$ cat src/rtl/ebs_pkg.sv
package ebs_pkg;
   typedef enum logic {
      CYC_IDLE = 1'b0,
      CYC_BUSY = 1'b1
   } cyc_state_e;
endpackage

$ cat src/rtl/ebs_ack_sync.sv
module ebs_ack_sync #(
   parameter int SYNC_STAGES = 2
) (
   input  logic clk,
   input  logic rst_n,
   input  logic arm,
   input  logic async_mode,
   input  logic ack_n,
   output logic hit
);
   logic [SYNC_STAGES-1:0] stg_q;

   always_ff @(posedge clk or negedge rst_n) begin
      if (!rst_n) stg_q[0] <= 1'b0;
      else        stg_q[0] <= arm & ~ack_n;
   end

   for (genvar i = 1; i < SYNC_STAGES; i++) begin : g_stage
      always_ff @(posedge clk or negedge rst_n) begin
         if (!rst_n) stg_q[i] <= 1'b0;
         else        stg_q[i] <= arm & stg_q[i-1];
      end
   end

   assign hit = async_mode ? stg_q[SYNC_STAGES-1] : stg_q[0];

   // acknowledge seen while not armed is dropped
   p_no_hit_unarmed_r7: assert property (@(posedge clk) disable iff (!rst_n)
      !arm |=> !hit);
endmodule

$ cat src/rtl/ebs_cycle_fsm.sv
module ebs_cycle_fsm
   import ebs_pkg::*;
#(
   parameter int AW = 16,
   parameter int DW = 24,
   parameter int WW = 4,
   parameter int NA = 2
) (
   input  logic          clk,
   input  logic          rst_n,
   input  logic          lp_mode,
   input  logic [WW-1:0] min_wait,
   input  logic          req,
   input  logic          req_wr,
   input  logic [AW-1:0] req_addr,
   input  logic [DW-1:0] req_wdata,
   input  logic [NA-1:0] req_attr,
   input  logic [DW-1:0] bus_din,
   input  logic          ack_hit,
   output logic          busy,
   output logic          arm,
   output logic          wr_q,
   output logic [AW-1:0] addr_q,
   output logic [DW-1:0] wdata_q,
   output logic [NA-1:0] attr_q,
   output logic          done,
   output logic [DW-1:0] rdata
);
   cyc_state_e    st_q;
   logic [WW-1:0] lim_q;
   logic [WW-1:0] cnt_q;
   logic          accept;
   logic          cnt_met;
   logic          finish;

   always_comb begin
      busy    = (st_q == CYC_BUSY);
      accept  = (st_q == CYC_IDLE) && req && !lp_mode;
      cnt_met = (cnt_q >= lim_q);
      finish  = busy && cnt_met && ((lim_q == '0) || ack_hit);
      arm     = busy && !finish && (lim_q != '0);
   end

   always_ff @(posedge clk or negedge rst_n) begin
      if (!rst_n) begin
         st_q    <= CYC_IDLE;
         lim_q   <= '0;
         cnt_q   <= '0;
         wr_q    <= 1'b0;
         addr_q  <= '0;
         wdata_q <= '0;
         attr_q  <= '0;
         done    <= 1'b0;
         rdata   <= '0;
      end else begin
         done <= finish;
         if (accept) begin
            st_q    <= CYC_BUSY;
            lim_q   <= min_wait;
            cnt_q   <= '0;
            wr_q    <= req_wr;
            addr_q  <= req_addr;
            wdata_q <= req_wdata;
            attr_q  <= req_attr;
         end else if (finish) begin
            st_q  <= CYC_IDLE;
            rdata <= bus_din;
         end else if (busy && !cnt_met) begin
            cnt_q <= cnt_q + 1'b1;
         end
      end
   end

   p_done_pulse_r11: assert property (@(posedge clk) disable iff (!rst_n)
      done |=> !done);

   p_zero_wait_r5: assert property (@(posedge clk) disable iff (!rst_n)
      (busy && lim_q == '0) |=> done);

   p_hold_fields_r10: assert property (@(posedge clk) disable iff (!rst_n)
      (busy && $past(busy)) |-> ($stable(addr_q) && $stable(wdata_q) && $stable(attr_q)));
endmodule

$ cat src/rtl/ebs_pin_drv.sv
module ebs_pin_drv #(
   parameter int NA = 2
) (
   input  logic          rst_n,
   input  logic          lp_mode,
   input  logic          busy,
   input  logic          wr_q,
   input  logic [NA-1:0] attr_q,
   input  logic [NA-1:0] attr_pol,
   output logic          rd_n,
   output logic          wr_n,
   output logic          strobe_oe,
   output logic [NA-1:0] attr_out,
   output logic          attr_oe,
   output logic          dout_oe
);
   logic drive_ok;

   always_comb begin
      drive_ok  = rst_n && !lp_mode;
      rd_n      = !(busy && !wr_q);
      wr_n      = !(busy && wr_q);
      strobe_oe = drive_ok;
      attr_oe   = drive_ok;
      dout_oe   = drive_ok && busy && wr_q;
   end

   for (genvar i = 0; i < NA; i++) begin : g_attr
      logic sel;
      assign sel = busy && attr_q[i];
      if (1) begin : g_pol
         assign attr_out[i] = attr_pol[i] ? sel : !sel;
      end
   end
endmodule

$ cat src/rtl/ext_bus_seq.sv
module ext_bus_seq #(
   parameter int AW          = 16,
   parameter int DW          = 24,
   parameter int WW          = 4,
   parameter int NA          = 2,
   parameter int SYNC_STAGES = 2
) (
   input  logic          clk,
   input  logic          rst_n,
   input  logic          lp_mode,
   input  logic          ack_async,
   input  logic [WW-1:0] min_wait,
   input  logic [NA-1:0] attr_pol,
   input  logic          req,
   input  logic          req_wr,
   input  logic [AW-1:0] req_addr,
   input  logic [DW-1:0] req_wdata,
   input  logic [NA-1:0] req_attr,
   output logic          done,
   output logic [DW-1:0] rdata,
   output logic [AW-1:0] bus_addr,
   output logic [DW-1:0] bus_dout,
   output logic          bus_dout_oe,
   input  logic [DW-1:0] bus_din,
   output logic          rd_n,
   output logic          wr_n,
   output logic          strobe_oe,
   output logic [NA-1:0] attr_out,
   output logic          attr_oe,
   input  logic          xack_n
);
   if (AW < 1 || DW < 1 || NA < 1) begin : g_bad_width
      $error("ext_bus_seq: AW, DW and NA must be positive");
   end
   if (WW < 1 || WW > 16) begin : g_bad_ww
      $error("ext_bus_seq: WW must be in 1..16");
   end
   if (SYNC_STAGES < 2) begin : g_bad_sync
      $error("ext_bus_seq: SYNC_STAGES must be at least 2");
   end

   logic          busy;
   logic          arm;
   logic          ack_hit;
   logic          wr_q;
   logic [NA-1:0] attr_q;

   ebs_ack_sync #(.SYNC_STAGES(SYNC_STAGES)) u_ack (
      .clk        (clk),
      .rst_n      (rst_n),
      .arm        (arm),
      .async_mode (ack_async),
      .ack_n      (xack_n),
      .hit        (ack_hit)
   );

   ebs_cycle_fsm #(.AW(AW), .DW(DW), .WW(WW), .NA(NA)) u_fsm (
      .clk       (clk),
      .rst_n     (rst_n),
      .lp_mode   (lp_mode),
      .min_wait  (min_wait),
      .req       (req),
      .req_wr    (req_wr),
      .req_addr  (req_addr),
      .req_wdata (req_wdata),
      .req_attr  (req_attr),
      .bus_din   (bus_din),
      .ack_hit   (ack_hit),
      .busy      (busy),
      .arm       (arm),
      .wr_q      (wr_q),
      .addr_q    (bus_addr),
      .wdata_q   (bus_dout),
      .attr_q    (attr_q),
      .done      (done),
      .rdata     (rdata)
   );

   ebs_pin_drv #(.NA(NA)) u_pins (
      .rst_n     (rst_n),
      .lp_mode   (lp_mode),
      .busy      (busy),
      .wr_q      (wr_q),
      .attr_q    (attr_q),
      .attr_pol  (attr_pol),
      .rd_n      (rd_n),
      .wr_n      (wr_n),
      .strobe_oe (strobe_oe),
      .attr_out  (attr_out),
      .attr_oe   (attr_oe),
      .dout_oe   (bus_dout_oe)
   );

   p_done_strobes_off_r2: assert property (@(posedge clk) disable iff (!rst_n)
      done |-> (rd_n && wr_n));
endmodule

$ cat config.mk
export PLATFORM = sky130hd
export DESIGN_NAME = ext_bus_seq
export DESIGN_NICKNAME = d
export VERILOG_FILES = /design/src/rtl/ebs_pkg.sv /design/src/rtl/ebs_ack_sync.sv /design/src/rtl/ebs_cycle_fsm.sv /design/src/rtl/ebs_pin_drv.sv /design/src/rtl/ext_bus_seq.sv
export SDC_FILE = /design/constraint.sdc
export NUM_CORES = 1
export LEC_CHECK = 0
export ABC_AREA = 1
export BUFFER_PORTS_ARGS = -buffer_cell sky130_fd_sc_hd__buf_4
export CORE_MARGIN = 1.5
export CORE_UTILIZATION = 45
export CTS_CLUSTER_DIAMETER = 50
export DETAILED_ROUTE_END_ITERATION = 7
export PLACE_DENSITY = 0.83
export SYNTH_ARGS = -nofsm -noshare
export SYNTH_HDL_FRONTEND = slang
export SYNTH_SLANG_ARGS = --single-unit
$ cat constraint.sdc
create_clock -name clk -period 3.7 [get_ports clk]
set_input_delay 0.555 -clock clk [delete_from_list [all_inputs] [get_ports clk]]
set_output_delay 0.555 -clock clk [all_outputs]
set_load 0.01 [all_outputs]
### Word level (Yosys, flattened, before mapping)

Cells that the tools add are included.

* flip-flop bits (word level): 79
* bits in latches: 0
* bits in writable memories: 0
* ROM bits: 0
* input port bits: 79
* output and inout bits: 72
* word-level logic and storage cells: 56
* memories: 0

* $add $sub $neg: 1
* multiply operators: 0
* divide/modulo/power cells: 0
* magnitude comparators: 1
* equal/unequal tests: 1
* shift-type cells: 0
* muxes and demuxes: 8
* bitwise logic cells: 5
* reduce and logical (&&, ||, !) cells: 29

Operator list (count)
* $logic_and 1x1->1: 14
* $mux 4: 3
* $logic_not 1->1: 8
* $mux 1: 5
* $add 4x1->4 const B: 1
* $ge 4x4->1: 1
* $logic_not 4->1: 1
* $reduce_and 2->1: 2
* $reduce_bool 2->1: 2
* $reduce_bool 4->1: 1
* $not 1->1: 3
* $and 1x1->1: 2
* $ne 2x1->1 const B: 1
* $logic_or 1x1->1: 1

### Longest topological paths before layout

* depth in word-level cells: 7
* gate-level depth with buffers: 11
* depth with buffers taken out: 10

### Modules after synthesis

A second synthesis with hierarchy kept.

* cell total of the unflattened synthesis: 393
* area total of the unflattened synthesis: 3350.7 sq um

Modules (own cells, without submodules)
* ebs_cycle_fsm: instances 1, cells an instance 365, area an instance 3189.3 sq um, seq. area each 1926.8 sq um
* ebs_ack_sync: instances 1, cells an instance 10, area an instance 82.6 sq um, seq. area each 50.0 sq um
* ebs_pin_drv: instances 1, cells an instance 18, area an instance 78.8 sq um, seq. area each 0.0 sq um

### Worst setup path after synthesis

No wires, ideal clock.

* path kind: flip-flop to flip-flop
* from: reg u_fsm.cnt_q[3]
* to: reg u_fsm.rdata[10]
* library setup time: 0.117 ns
* arrival time: 1.399 ns
* data required time: 3.583 ns
* slack: 2.185 ns
* cell stages (with the launch flop): 7
* buffers on the path: 1
* clock period less this slack: 1.515 ns
* cell sequence: dfrtp_1 ha_1 a21oi_2 nand3_2 buf_2 nand3_1 nand2_1

* cells in the longest elaborated chain, start to end: 4

RTL lines
* start: declaration: line ebs_cycle_fsm.sv:31 `logic [WW-1:0] cnt_q;`
* start signal: assignment: line ebs_cycle_fsm.sv:69 `cnt_q <= cnt_q + 1'b1;`
* $ge 4x4->1: line ebs_cycle_fsm.sv:39 `cnt_met = (cnt_q >= lim_q);`
* $logic_and 1x1->1 (2 in a row): line ebs_cycle_fsm.sv:40 `finish = busy && cnt_met && ((lim_q == '0) || ack_hit);`
* $reduce_and 2->1 (no line)
* end signal: assignment: line ebs_cycle_fsm.sv:67 `rdata <= bus_din;`
* end: declaration: line ebs_cycle_fsm.sv:27 `output logic [DW-1:0] rdata`

No other way between the ends.
A chain may end at the register's enable or synchronous reset.

### Worst setup path after layout

* from: reg u_fsm.cnt_q[3]
* to: reg u_ack.stg_q[1]

* cells in the longest elaborated chain, start to end: 7

RTL lines
* $ge 4x4->1: line ebs_cycle_fsm.sv:39
* $logic_and 1x1->1 (2 in a row): line ebs_cycle_fsm.sv:40
* $logic_not 1->1: line ebs_cycle_fsm.sv:41 `arm = busy && !finish && (lim_q != '0);`
* $logic_and 1x1->1 (2 in a row): line ebs_cycle_fsm.sv:41
* $and 1x1->1: line ebs_ack_sync.sv:21 `else stg_q[i] <= arm & stg_q[i-1];`
* end signal: indexed assignment: line ebs_ack_sync.sv:21
* end: declaration: line ebs_ack_sync.sv:11 `logic [SYNC_STAGES-1:0] stg_q;`

No other way between the ends.

==> summary.txt <==
Status = complete, no violations
Post-synth net total = 468
Crit path buffers/inverters = 0
Drc violations = 0
Post-CTS Setup Bufs = 0
CTS sink cnt = 79
Synth Area in XOR/XNOR = 0.791%
Crit. End Element = register
Commonest non-fill, non-tap cell in the layout = nand2_1
Root Buffer = clkbuf_8
CP cell instances = ha_1 > a21oi_2 > nand3_2 > nand2_4 > nand2_1 > nor2_1
Largest net degree at the start of global routing = 80
Post-route minimum period = 2.19 ns
Die Y = 88.9 um
Die area = 7910 um2
Largest family of logic cells by synthesized area = simple AND/OR/NAND/NOR gates
Worst path max stage delay = 0.47 ns
Worst VDD drop = 0.000391 V
Post-CTS Resized = 0
Vias in the first global route = 2890
# hold bufs at CTS = 0
Seq/Total Area, Yosys = 59.5%
Synth Area in Simple Gates = 30.7%
CTS tree = yes
CP startpoint kind = register
Least-Margin Pin Slew = 0.967 ns
Final Wtd Congestion = 0.737
Critical path launch point = u_fsm.cnt_q[3]$_DFFE_PN0P_
Critical Path AT = 2.46 ns
Post-Syn Area = 3320 um2
Min-Delay Startpoint = xack_n
Routed WL = 7920 um
FF-to-FF Start = u_fsm.cnt_q[3]$_DFFE_PN0P_
Layout area overhead = 41.6%
Final hold violations = 0
Worst R2R Path Depth = 6
Unrepaired setup endpoints after global routing = no
Slew Viols, Final = 0
Routing usage on met2 = 35.3%
Post-synth top area share = 59.5%
Compound-Gate Fraction of Synth Area = 2.03%
Core Footprint = 7210 um2
Cell count after synthesis = 384
Initial antenna violation count = 0
Hold_ws = 0.370 ns
Worst-path maximum fanout = 27
Die W = 88.9 um
P_leak = 2.69 nW
RR Endpoint = u_ack.stg_q[1]$_DFF_PN0_
Total placed instance area = 4480 um2
Total GRT Usage = 20.5%
Clock Path Buffers = 2
Standard-cell row count = 31
Drt pass-1 iters = 4
CTS buffer count = 9
Syn avg cell area = 8.65 um2
Hold Path Class = in -> reg
Cell family with most CP delay = simple AND/OR/NAND/NOR gates
Register bit total from synthesis = 79
WS Path Type = reg -> reg
Multiplexer share of the synthesized area = 0%
Max Cap Viol = 0
Met1 GRT Util = 24.8%
Total gr overflow = 0
PwrDens = 885 nW/um2
Ports = 151
Critical-path top delay cell = nand3_2
Fin nets = 613
Synth warn = 0
Setup Viol. Count Final = 0
N_diodes = 0
Reg2Reg Setup Slack = 1.51 ns
Post-synthesis adder-cell area fraction = 1.88%
Cells on Worst Hold Path = 2
Distinct cells, synth = 22
Area contributors post-synth = dfrtp_1, nand2_1, nand3_1, ha_1, inv_1
Commonest cells after routing, fill and taps aside = nand2_1, buf_4, dfrtp_1, nand3_1, inv_1
Fin crit share = 59.2%
Post-Route Utilization = 65.2%
Worst-case clock skew = 0.00824 ns
Final instance area = 4710 um2
Worst-skew pair later-pin latency = 0.34 ns
Port Buffer Count = 150
Post-DP HPWL = 5640 um
Share of cells above drive strength 1 = 32.4%
M3 GR Usage = 6.28%
Yosys top cell by area = dfrtp_1
Endpoint, Worst Hold = u_ack.stg_q[0]$_DFF_PN0_
Req. time, crit path = 3.97 ns
Post-DR wirelength/cell = 12.5 um
Setup TNS = 0 ns
Slew margin rel. = 35.5%
Post-Place Cells = 617
H-Tree Depth = 3
Routed Antenna Nets = 0
Fmax achieved = 457 MHz
Finished Layout Cells = 633
Via count = 2982
Register clock-pin slew on the reported worst setup and hold paths = 0.08 ns
First-pass GRT wire length = 12500 um
Most Crowded Layer GR = met2
Initial Utilization = 46.1%
Iter 0 DRT Violations = 234
Vias/cell = 4.71
## how the worst max path moves through the flow
stage	end	slack, ns	cells after the start
floorplan	u_fsm.rdata[10]$_DFFE_PN0P_	2.18	6
global placement	u_ack.stg_q[0]$_DFF_PN0_	1.62	6
detailed placement	u_ack.stg_q[1]$_DFF_PN0_	1.53	8
CTS	u_ack.stg_q[1]$_DFF_PN0_	1.50	8
global route	u_ack.stg_q[1]$_DFF_PN0_	1.26	9
finish	u_ack.stg_q[1]$_DFF_PN0_	1.51	6
## cell families after synthesis
group | count (synthesis)
AOI/OAI and AO/OA | 10
xor gates and xnor gates | 3
adders and majority gates | 5
buffers and inverters | 35
DFF | 79
and+or+nand+nor | 252
## per-layer routing
metal  wire length, um  vias up
met5                 0        -
met4               100        0
met3               653       10
met2              3810      125
met1              3360     1373
li1                  -     1474
## per-stage QoR
step / total power [mW] / setup slack [ns]
2_1_floorplan: 2.65 / 2.18
3_3_place_gp: 3.40 / 1.62
6_report: 4.16 / 1.51
3_5_place_dp: 3.49 / 1.53
5_1_grt: 4.53 / 1.26
4_1_cts: 4.21 / 1.50
## power breakdown
group,internal (mW),total [mW],leakage [nW],switching (mW)
Sequential,1.28,1.55,0.987,0.269
Clock,0.403,0.710,0.111,0.306
Combinational,0.830,1.90,1.59,1.07
## area by class of cell
class | count | area, um2
Sequential cell | 79 | 1980
Multi-Input combinational cell | 270 | 1180
Timing Repair Buffer | 152 | 1140
Inverter | 17 | 63.8
Tap cell | 99 | 124
Fill cell | 603 | 2510
Clock buffer | 12 | 145
Clock inverter | 4 | 77.6
## cells in the mapped netlist, drive strengths merged
cell,count
a21oi,3
buf,12
clkbuf,6
dfrtp,79
ha,5
inv,17
nand2,207
nand3,31
nand4,4
nor2,8
nor3,2
o21ai,6
o21bai,1
xor2,3
## registers in the layout (all words and copies together) (netlist names)
signal and flops:
u_ack.stg_q 2, u_fsm.busy 1, u_fsm.wr_q 1, u_fsm.rdata 24
u_fsm.lim_q 4, u_fsm.attr_q 2, u_fsm.cnt_q 4, u_fsm.done 1
u_fsm.wdata_q 24, u_fsm.addr_q 16
Power figures use the tool's default switching activity.
